<file path="src/rtl/code_nco_pkg.sv">
package code_nco_pkg;

  // Default accumulator width, shared by the top and the bench
  localparam int unsigned NCO_W_DEF = 25;

  // Bus write target
  typedef enum logic {
    TGT_FREQ  = 1'b0,
    TGT_PHASE = 1'b1
  } wr_target_e;

endpackage

</file>
<file path="src/rtl/code_nco_wrdec.sv">
module code_nco_wrdec
  import code_nco_pkg::*;
#(
  parameter int unsigned W = NCO_W_DEF
) (
  input  logic         clk,
  input  logic         rst_n,
  input  logic         wr_en,
  input  wr_target_e   wr_tgt,
  input  logic [W-1:0] wr_data,
  input  logic         preset_mode,
  output logic [W-1:0] freq_word,
  output logic         freq_we,
  output logic         preset_load
);

  assign freq_we     = wr_en && (wr_tgt == TGT_FREQ);
  assign preset_load = wr_en && (wr_tgt == TGT_PHASE) && preset_mode;

  always_ff @(posedge clk) begin
    if (!rst_n) begin
      freq_word <= '0;
    end else if (freq_we) begin
      freq_word <= wr_data;
    end
  end


  freq_hold_chk: assert property (@(posedge clk) disable iff (!rst_n)
    !freq_we |=> $stable(freq_word));

endmodule

</file>
<file path="src/rtl/code_nco_accum.sv">
module code_nco_accum #(
  parameter int unsigned W = 25
) (
  input  logic         clk,
  input  logic         rst_n,
  input  logic         samp_en,
  input  logic         preset_load,
  input  logic [W-1:0] preset_val,
  input  logic [W-1:0] freq_word,
  output logic [W-1:0] phase,
  output logic         carry_evt
);

  // One accumulation: returns {carry, new phase}
  function automatic logic [W:0] acc_step(input logic [W-1:0] ph,
                                          input logic [W-1:0] inc);
    return {1'b0, ph} + {1'b0, inc};
  endfunction

  logic [W:0] step;

  assign step      = acc_step(phase, freq_word);
  assign carry_evt = samp_en && step[W] && !preset_load;

  always_ff @(posedge clk) begin
    if (!rst_n) begin
      phase <= '0;
    end else if (preset_load) begin
      phase <= preset_val;
    end else if (samp_en) begin
      phase <= step[W-1:0];
    end
  end


  phase_hold_chk: assert property (@(posedge clk) disable iff (!rst_n)
    (!samp_en && !preset_load) |=> $stable(phase));


  preset_phase_chk: assert property (@(posedge clk) disable iff (!rst_n)
    preset_load |=> (phase == $past(preset_val)));

endmodule

</file>
<file path="src/rtl/code_nco_tickgen.sv">
module code_nco_tickgen (
  input  logic clk,
  input  logic rst_n,
  input  logic carry_evt,
  input  logic preset_load,
  output logic half_tick,
  output logic chip_strobe
);

  logic second_half;

  always_ff @(posedge clk) begin
    if (!rst_n) begin
      second_half <= 1'b0;
      half_tick   <= 1'b0;
      chip_strobe <= 1'b0;
    end else if (preset_load) begin
      second_half <= 1'b0;
      half_tick   <= 1'b0;
      chip_strobe <= 1'b0;
    end else begin
      half_tick   <= carry_evt;
      chip_strobe <= carry_evt && second_half;
      if (carry_evt) begin
        second_half <= !second_half;
      end
    end
  end


  strobe_needs_tick_chk: assert property (@(posedge clk) disable iff (!rst_n)
    chip_strobe |-> half_tick);


  no_double_strobe_chk: assert property (@(posedge clk) disable iff (!rst_n)
    (chip_strobe && !preset_load) |=> !chip_strobe);

endmodule

</file>
<file path="src/rtl/code_nco.sv">
module code_nco
  import code_nco_pkg::*;
#(
  parameter int unsigned W = NCO_W_DEF
) (
  input  logic         clk,
  input  logic         rst_n,
  input  logic         samp_en,
  input  logic         wr_en,
  input  logic         wr_sel,
  input  logic [W-1:0] wr_data,
  input  logic         preset_mode,
  output logic         half_tick,
  output logic         chip_strobe
);

  logic [W-1:0] freq_word;
  logic [W-1:0] phase;
  logic         freq_we;
  logic         preset_load;
  logic         carry_evt;
  wr_target_e   wr_tgt;

  assign wr_tgt = wr_target_e'(wr_sel);

  code_nco_wrdec #(.W(W)) u_wrdec (
    .clk         (clk),
    .rst_n       (rst_n),
    .wr_en       (wr_en),
    .wr_tgt      (wr_tgt),
    .wr_data     (wr_data),
    .preset_mode (preset_mode),
    .freq_word   (freq_word),
    .freq_we     (freq_we),
    .preset_load (preset_load)
  );

  code_nco_accum #(.W(W)) u_accum (
    .clk         (clk),
    .rst_n       (rst_n),
    .samp_en     (samp_en),
    .preset_load (preset_load),
    .preset_val  (wr_data),
    .freq_word   (freq_word),
    .phase       (phase),
    .carry_evt   (carry_evt)
  );

  code_nco_tickgen u_tick (
    .clk         (clk),
    .rst_n       (rst_n),
    .carry_evt   (carry_evt),
    .preset_load (preset_load),
    .half_tick   (half_tick),
    .chip_strobe (chip_strobe)
  );


  tick_after_sample_chk: assert property (@(posedge clk) disable iff (!rst_n)
    half_tick |-> $past(samp_en));


  tick_single_chk: assert property (@(posedge clk) disable iff (!rst_n)
    (half_tick && !samp_en) |=> !half_tick);


  preset_quiet_chk: assert property (@(posedge clk) disable iff (!rst_n)
    preset_load |=> (!half_tick && !chip_strobe));


  update_ignore_chk: assert property (@(posedge clk) disable iff (!rst_n)
    (wr_en && wr_sel && !preset_mode && !samp_en) |=> $stable(phase));

endmodule

</file>
<file path="config.mk">
export PLATFORM = sky130hd
export DESIGN_NAME = code_nco
export DESIGN_NICKNAME = d
export VERILOG_FILES = /design/src/rtl/code_nco_pkg.sv /design/src/rtl/code_nco_wrdec.sv /design/src/rtl/code_nco_accum.sv /design/src/rtl/code_nco_tickgen.sv /design/src/rtl/code_nco.sv
export SDC_FILE = /design/constraint.sdc
export NUM_CORES = 1
export LEC_CHECK = 0
export BUFFER_PORTS_ARGS = -buffer_cell sky130_fd_sc_hd__buf_4
export CAP_MARGIN = 10
export CORE_UTILIZATION = 59
export DETAILED_ROUTE_END_ITERATION = 7
export PLACE_DENSITY = 0.75
export SETUP_SLACK_MARGIN = 0.02
export SYNTH_ARGS = -nofsm -noshare
export SYNTH_HDL_FRONTEND = slang
export SYNTH_SLANG_ARGS = --single-unit
</file>
<file path="constraint.sdc">
create_clock -name clk -period 4.1 [get_ports clk]
set_clock_uncertainty 0.1 [all_clocks]
set_input_delay 0.82 -clock clk [delete_from_list [all_inputs] [get_ports clk]]
set_output_delay 0.82 -clock clk [all_outputs]
set_load 0.02 [all_outputs]
</file>
## Word level (Yosys, flattened, before mapping)

Cells that the tools add are included.

- Bits in registers: 53
- Latch bits: 0
- RAM bits: 0
- ROM bits: 0
- Bits of input ports: 31
- Word-level logic and storage cells: 20
- Memories: 0

- Add/sub/neg operators: 1
- Multiply operators: 0
- Divide/modulo/power cells: 0
- Magnitude comparators: 0
- Equal/unequal tests: 0
- Shifts and indexed selects: 0
- Mux-type cells: 2
- Bitwise operators: 2
- Reduce and logical (&&, ||, !) cells: 10

Operators with widths:

| kind | count |
|---|---|
| 25-bit two-way mux | 2 |
| 25-bit by 25-bit adder with 26-bit output | 1 |
| 1-bit logical AND | 6 |
| 1-bit logical NOT | 2 |
| 1-bit NOT | 2 |
| 2-bit nonzero test | 1 |
| 2-bit OR reduction | 1 |

## Longest topological paths before layout

- Depth in word-level cells: 5
- Depth in mapped cells: 8

## By module

From an unflattened synthesis, not the netlist that was laid out.

- Cells, all modules: 431
- Area, all modules: 3,597.2 µm²

Modules (own cells, without submodules):

| module | instances | cells an instance | area an instance (µm²) | sequential area each (µm²) |
|---|---|---|---|---|
| code_nco_accum | 1 | 313 | 2,454.9 | 500.5 |
| code_nco_wrdec | 1 | 111 | 1,049.8 | 500.5 |
| code_nco_tickgen | 1 | 7 | 92.6 | 60.1 |

## Worst setup path after synthesis

No wires, ideal clock.

- Kind: register -> register
- Start: register u_wrdec.freq_word[0]
- End: register u_accum.phase[20]
- Setup time: 0.116 ns
- Data arrival time: 2.239 ns
- Data required time: 3.884 ns
- Setup slack: 1.645 ns
- Cell stages (with the launch flop): 9
- Path buffers: 0
- Cells stage by stage: dfxtp_1 > ha_1 > fa_1 > a21o_1 > a221o_1 > a21oi_2 > a211oi_1 > or3_1 > a31o_1

- Word-level cells in the longest chain between the ends: 3

RTL lines:

| what | RTL line | RTL |
|---|---|---|
| start, declared | code_nco_wrdec.sv:12 | `output logic [W-1:0] freq_word,` |
| start signal, assigned | code_nco_wrdec.sv:24 | `freq_word <= wr_data;` |
| 25-bit by 25-bit adder with 26-bit output | code_nco_accum.sv:17 | `return {1'b0, ph} + {1'b0, inc};` |
| 25-bit two-way mux | code_nco_accum.sv:30 | `end else if (samp_en) begin` |
| 25-bit two-way mux | code_nco_accum.sv:28 | `end else if (preset_load) begin` |
| end signal, assigned | code_nco_accum.sv:29 | `phase <= preset_val;` |
| end signal, assigned | code_nco_accum.sv:31 | `phase <= step[W-1:0];` |
| end, declared | code_nco_accum.sv:10 | `output logic [W-1:0] phase,` |

No other way between the ends. The select of a mux whose other input is x is not followed.
A chain may end at the register's enable or synchronous reset.

## Worst setup path after layout

Ends and elaborated chain as after synthesis.

==> impl_summary.md <==
Cells and area
The relative area change from synthesis to final layout is 10.96%. Once layout is done, the placed cells without fillers occupy 3850 um2. In the layout the commonest cells are sky130_fd_sc_hd__nand2_1, sky130_fd_sc_hd__a21oi_1, sky130_fd_sc_hd__dfxtp_1. The library cell used most frequently in the layout, excluding fill and tap cells, is sky130_fd_sc_hd__nand2_1. After filler insertion, the fill cell instance count of the layout stands at ~470.

The utilization after layout is ~69%. The number of nets in the finished design is 518. Of the cells placed in the final design, the portion with a size suffix greater than 1 is between 10% and 20%. The repair_antennas step left the layout with diodes totalling 0. The finished layout holds 534 standard cells, fillers aside.

Timing
The worst max-slew margin expressed relative to the limit is between 20% and 30%. The post-route minimum period is around 2.7 ns. The worst setup margin is between 1 and 1.5 ns. The share of the clock period used by the worst path is roughly 65%. The final setup violation count is 0. At the pin with the least slew margin, the transition time is 1.158 ns.

Setup repair after global routing left no endpoint under its margin. Final hold analysis gives a worst-case slack of around 0.37 ns. The count of pins over their slew limit came to 0. Adding up every negative setup slack in the final design gives 0 ns. The total count of hold-check failures in the final report is 0. The top achievable clock speed is 377.1 MHz.

Critical path
The largest individual stage delay along the critical path comes from the cell sky130_fd_sc_hd__fa_1. The largest single stage delay on the critical path is ~0.40 ns. The worst setup path is captured at a register. STA puts the critical path data required time at approximately 4.2 ns. The arrival time of data at the critical path endpoint is about 2.8 ns. The critical path is of the register to register type. The largest fanout on the critical path is 3.

The startpoint type of the worst setup path is a register. Walking the worst path, the cells encountered are ha_1 -> fa_1 -> a21o_1 -> a221o_1 -> a21oi_2 -> a211oi_1 -> or3_1 -> a31o_1.

Drt
The number of nets still failing antenna checks after routing is 0. For this block, the via count after detailed routing is around 3.3k. The first detailed-routing pass ran for 4 iterations. Dividing the detail-routed via count by the number of cells gives 6.204. In the routed design, unresolved DRC markers number 0.

The routed length per instance is 16.07 um. For this block, the routed nets add up to 8584 um of wire. After the first detailed-routing iteration, the DRC count stood at around 220.

CTS
In this run the number of H-tree levels came out at 2. The total of cells resized after clock tree synthesis is 0. The total clock buffers created by CTS is 5.

The maximum number of buffers from clock root to sink is 2. The number of setup buffers added after CTS is 0. The root buffer cell chosen for the clock tree is sky130_fd_sc_hd__clkbuf_8.

The TritonCTS clock tree is yes. The clock transition at the registers of the reported paths is roughly 0.1 ns. In this run, post-CTS hold repair placed 0 buffers. The clock sink count is between 50 and 60.

Clock latency on the worst-skew pair, taken at its later pin, is 0.32 ns.

Yosys
Sequential elements use between 30 and 40% of the synthesized area. In this run the biggest area consumer among cell types represents a little over 30% of the synthesized area. The synthesized netlist occupies a cell area of around 3500 um2. The number of enable-type register cells in the synthesized netlist is 0. The synthesis warning total is 0. The largest total area in the synthesized netlist belongs to sky130_fd_sc_hd__dfxtp_1. When the netlist entered floorplanning its net count stood at 500.

After technology mapping, the gate count stands at between 400 and 500. The post-synthesis cell type count is 57. The mean area per synthesized cell is 7.832 um2. The most used flip-flop cell after synthesis is sky130_fd_sc_hd__dfxtp_1. The fraction of registers with async set/reset is 0%. Sorting the synthesized cells by area gives the leading types as sky130_fd_sc_hd__dfxtp_1, sky130_fd_sc_hd__a21oi_1, sky130_fd_sc_hd__ha_1. The number of storage elements in the synthesis netlist is 53.

Placed design
The final weighted congestion in routability-driven placement is just under 1. The worst slack after detailed placement is roughly 1.5 ns. Including well taps, the total number of placed cells is between 500 and 600.

The detailed-placement wirelength estimate is around 6100 um. In this run the tool buffered the top-level ports with 32 buffer cells. In this run the cell area measured after placement is 3730 um2.

Floorplan
The vertical die dimension is around 80 um. The placement row count is 27. The die is around 80 um wide.

The die covers around 6200 um2. The initial utilization of the core area, before any placement, comes to 62.24%. 33 I/O pins were placed. The region available for standard cell placement spans 5574 um2.

Power
The largest voltage drop on the vdd net is about 0.20 mV. The overall power after layout is approximately 1.2 mW. In this run the static leakage power is ~1.6 nW. The power density of the placed cells is about 310 nW/um2.

Flow run
The max-capacitance violation count is 0.

Global routing
The largest net degree at the start of global routing is 35. In the global route stage, overall resource usage came out at between 20% and 30%. The initial antenna violation count is 0.

The number of global-route vias before repair is between 3k and 4k. Global routing finished with a remaining overflow of 0. The wire length of the first global-routing pass is approximately 15,000 um.

Run status
The flow ran to the end, and the final reports show no timing, DRC or antenna violations.

Worst hold path
The worst hold path belongs to the class register to register.
[area by class of cell]
class,count,area [um2],area share (%)
Clock inverter,2,37.54,0.9750
Tap cell,72,90.09,2.340
Sequential cell,53,1061,27.56
Clock buffer,6,82.58,2.145
Multi-Input combinational cell,361,2301,59.77
Timing Repair Buffer,34,255.2,6.630
Inverter,6,22.52,0.5850
[sequential cells by signal, summed over array words and instances, names as in the netlist]
| signal | cells |
|---|---|
| u_wrdec.freq_word | 25 |
| u_tick.chip_strobe | 1 |
| u_tick.second_half | 1 |
| u_tick.half_tick | 1 |
| u_accum.phase | 25 |
[power by group]
group          internal, mW  switching, mW  total (mW)  leakage [nW]
Sequential            0.547         0.0184       0.565         0.434
Combinational         0.109          0.149       0.259          1.08
Clock                 0.199          0.182       0.381        0.0574
[critical path, delay by kind of cell, from the launching register on]
family	cells	cell delay, ns
AOI/OAI and AO/OA	5	1.14
and+or+nand+nor	1	0.35
adders and majority gates	2	0.63
DFF	1	0.33
[routing by layer]
metal / routed length [um] / global-route usage, % / vias up / share of wire [%]
met1: 4216 / 41.10 / 1541 / 49
li1: - / - / 1660 / -
met3: 363 / 3.605 / 17 / 4.2
met4: 201 / 9.815 / 0 / 2.3
met2: 3801 / 48.43 / 95 / 44
met5: 0 / 0 / - / 0
[worst paths after layout]
| check | from | end | slack [ns] | cells past startpoint |
|---|---|---|---|---|
| hold reg to reg | u_wrdec.freq_word[6] | u_wrdec.freq_word[6] | 0.37 | 2 |
| setup / recovery | u_wrdec.freq_word[0] | u_accum.phase[20] | 1.45 | 8 |
| setup reg to reg | u_wrdec.freq_word[0] | u_accum.phase[20] | 1.45 | 8 |
| hold / removal | u_wrdec.freq_word[6] | u_wrdec.freq_word[6] | 0.37 | 2 |
[synthesized netlist by cell type, types with 3 or more instances]
library cell	count
sky130_fd_sc_hd__nand2_1	78
sky130_fd_sc_hd__a21oi_1	65
sky130_fd_sc_hd__dfxtp_1	53
sky130_fd_sc_hd__ha_1	25
sky130_fd_sc_hd__nor2_1	23
sky130_fd_sc_hd__o21ai_0	22
sky130_fd_sc_hd__clkbuf_1	21
sky130_fd_sc_hd__a211oi_1	16
sky130_fd_sc_hd__mux2i_1	15
sky130_fd_sc_hd__xnor2_1	10
sky130_fd_sc_hd__o211ai_1	8
sky130_fd_sc_hd__a21o_1	7
sky130_fd_sc_hd__nand3_1	6
sky130_fd_sc_hd__nor3_1	6
sky130_fd_sc_hd__o21a_1	6
sky130_fd_sc_hd__or3_1	5
sky130_fd_sc_hd__and2_1	4
sky130_fd_sc_hd__and3_1	4
sky130_fd_sc_hd__inv_1	4
sky130_fd_sc_hd__nand3b_1	4
sky130_fd_sc_hd__nor2b_1	4
sky130_fd_sc_hd__nor3b_1	4
sky130_fd_sc_hd__a31o_1	3
sky130_fd_sc_hd__a31oi_1	3
sky130_fd_sc_hd__xor2_1	3
[cell families (layout without fill, tap and decap cells)]
kind of cell | Yosys count | count (layout) | share of synthesized area, %
AO/OA/AOI/OAI | 156 | 156 | 28.49
XOR/XNOR | 13 | 13 | 3.282
adder cells (fa/ha/maj) | 26 | 26 | 9.593
buffers and inverters | 29 | 48 | 3.173
flip-flops | 53 | 53 | 30.58
multiplexers | 17 | 17 | 4.976
AND/OR/NAND/NOR | 149 | 149 | 19.91
No activity file was read; power rests on OpenSTA's default activity.
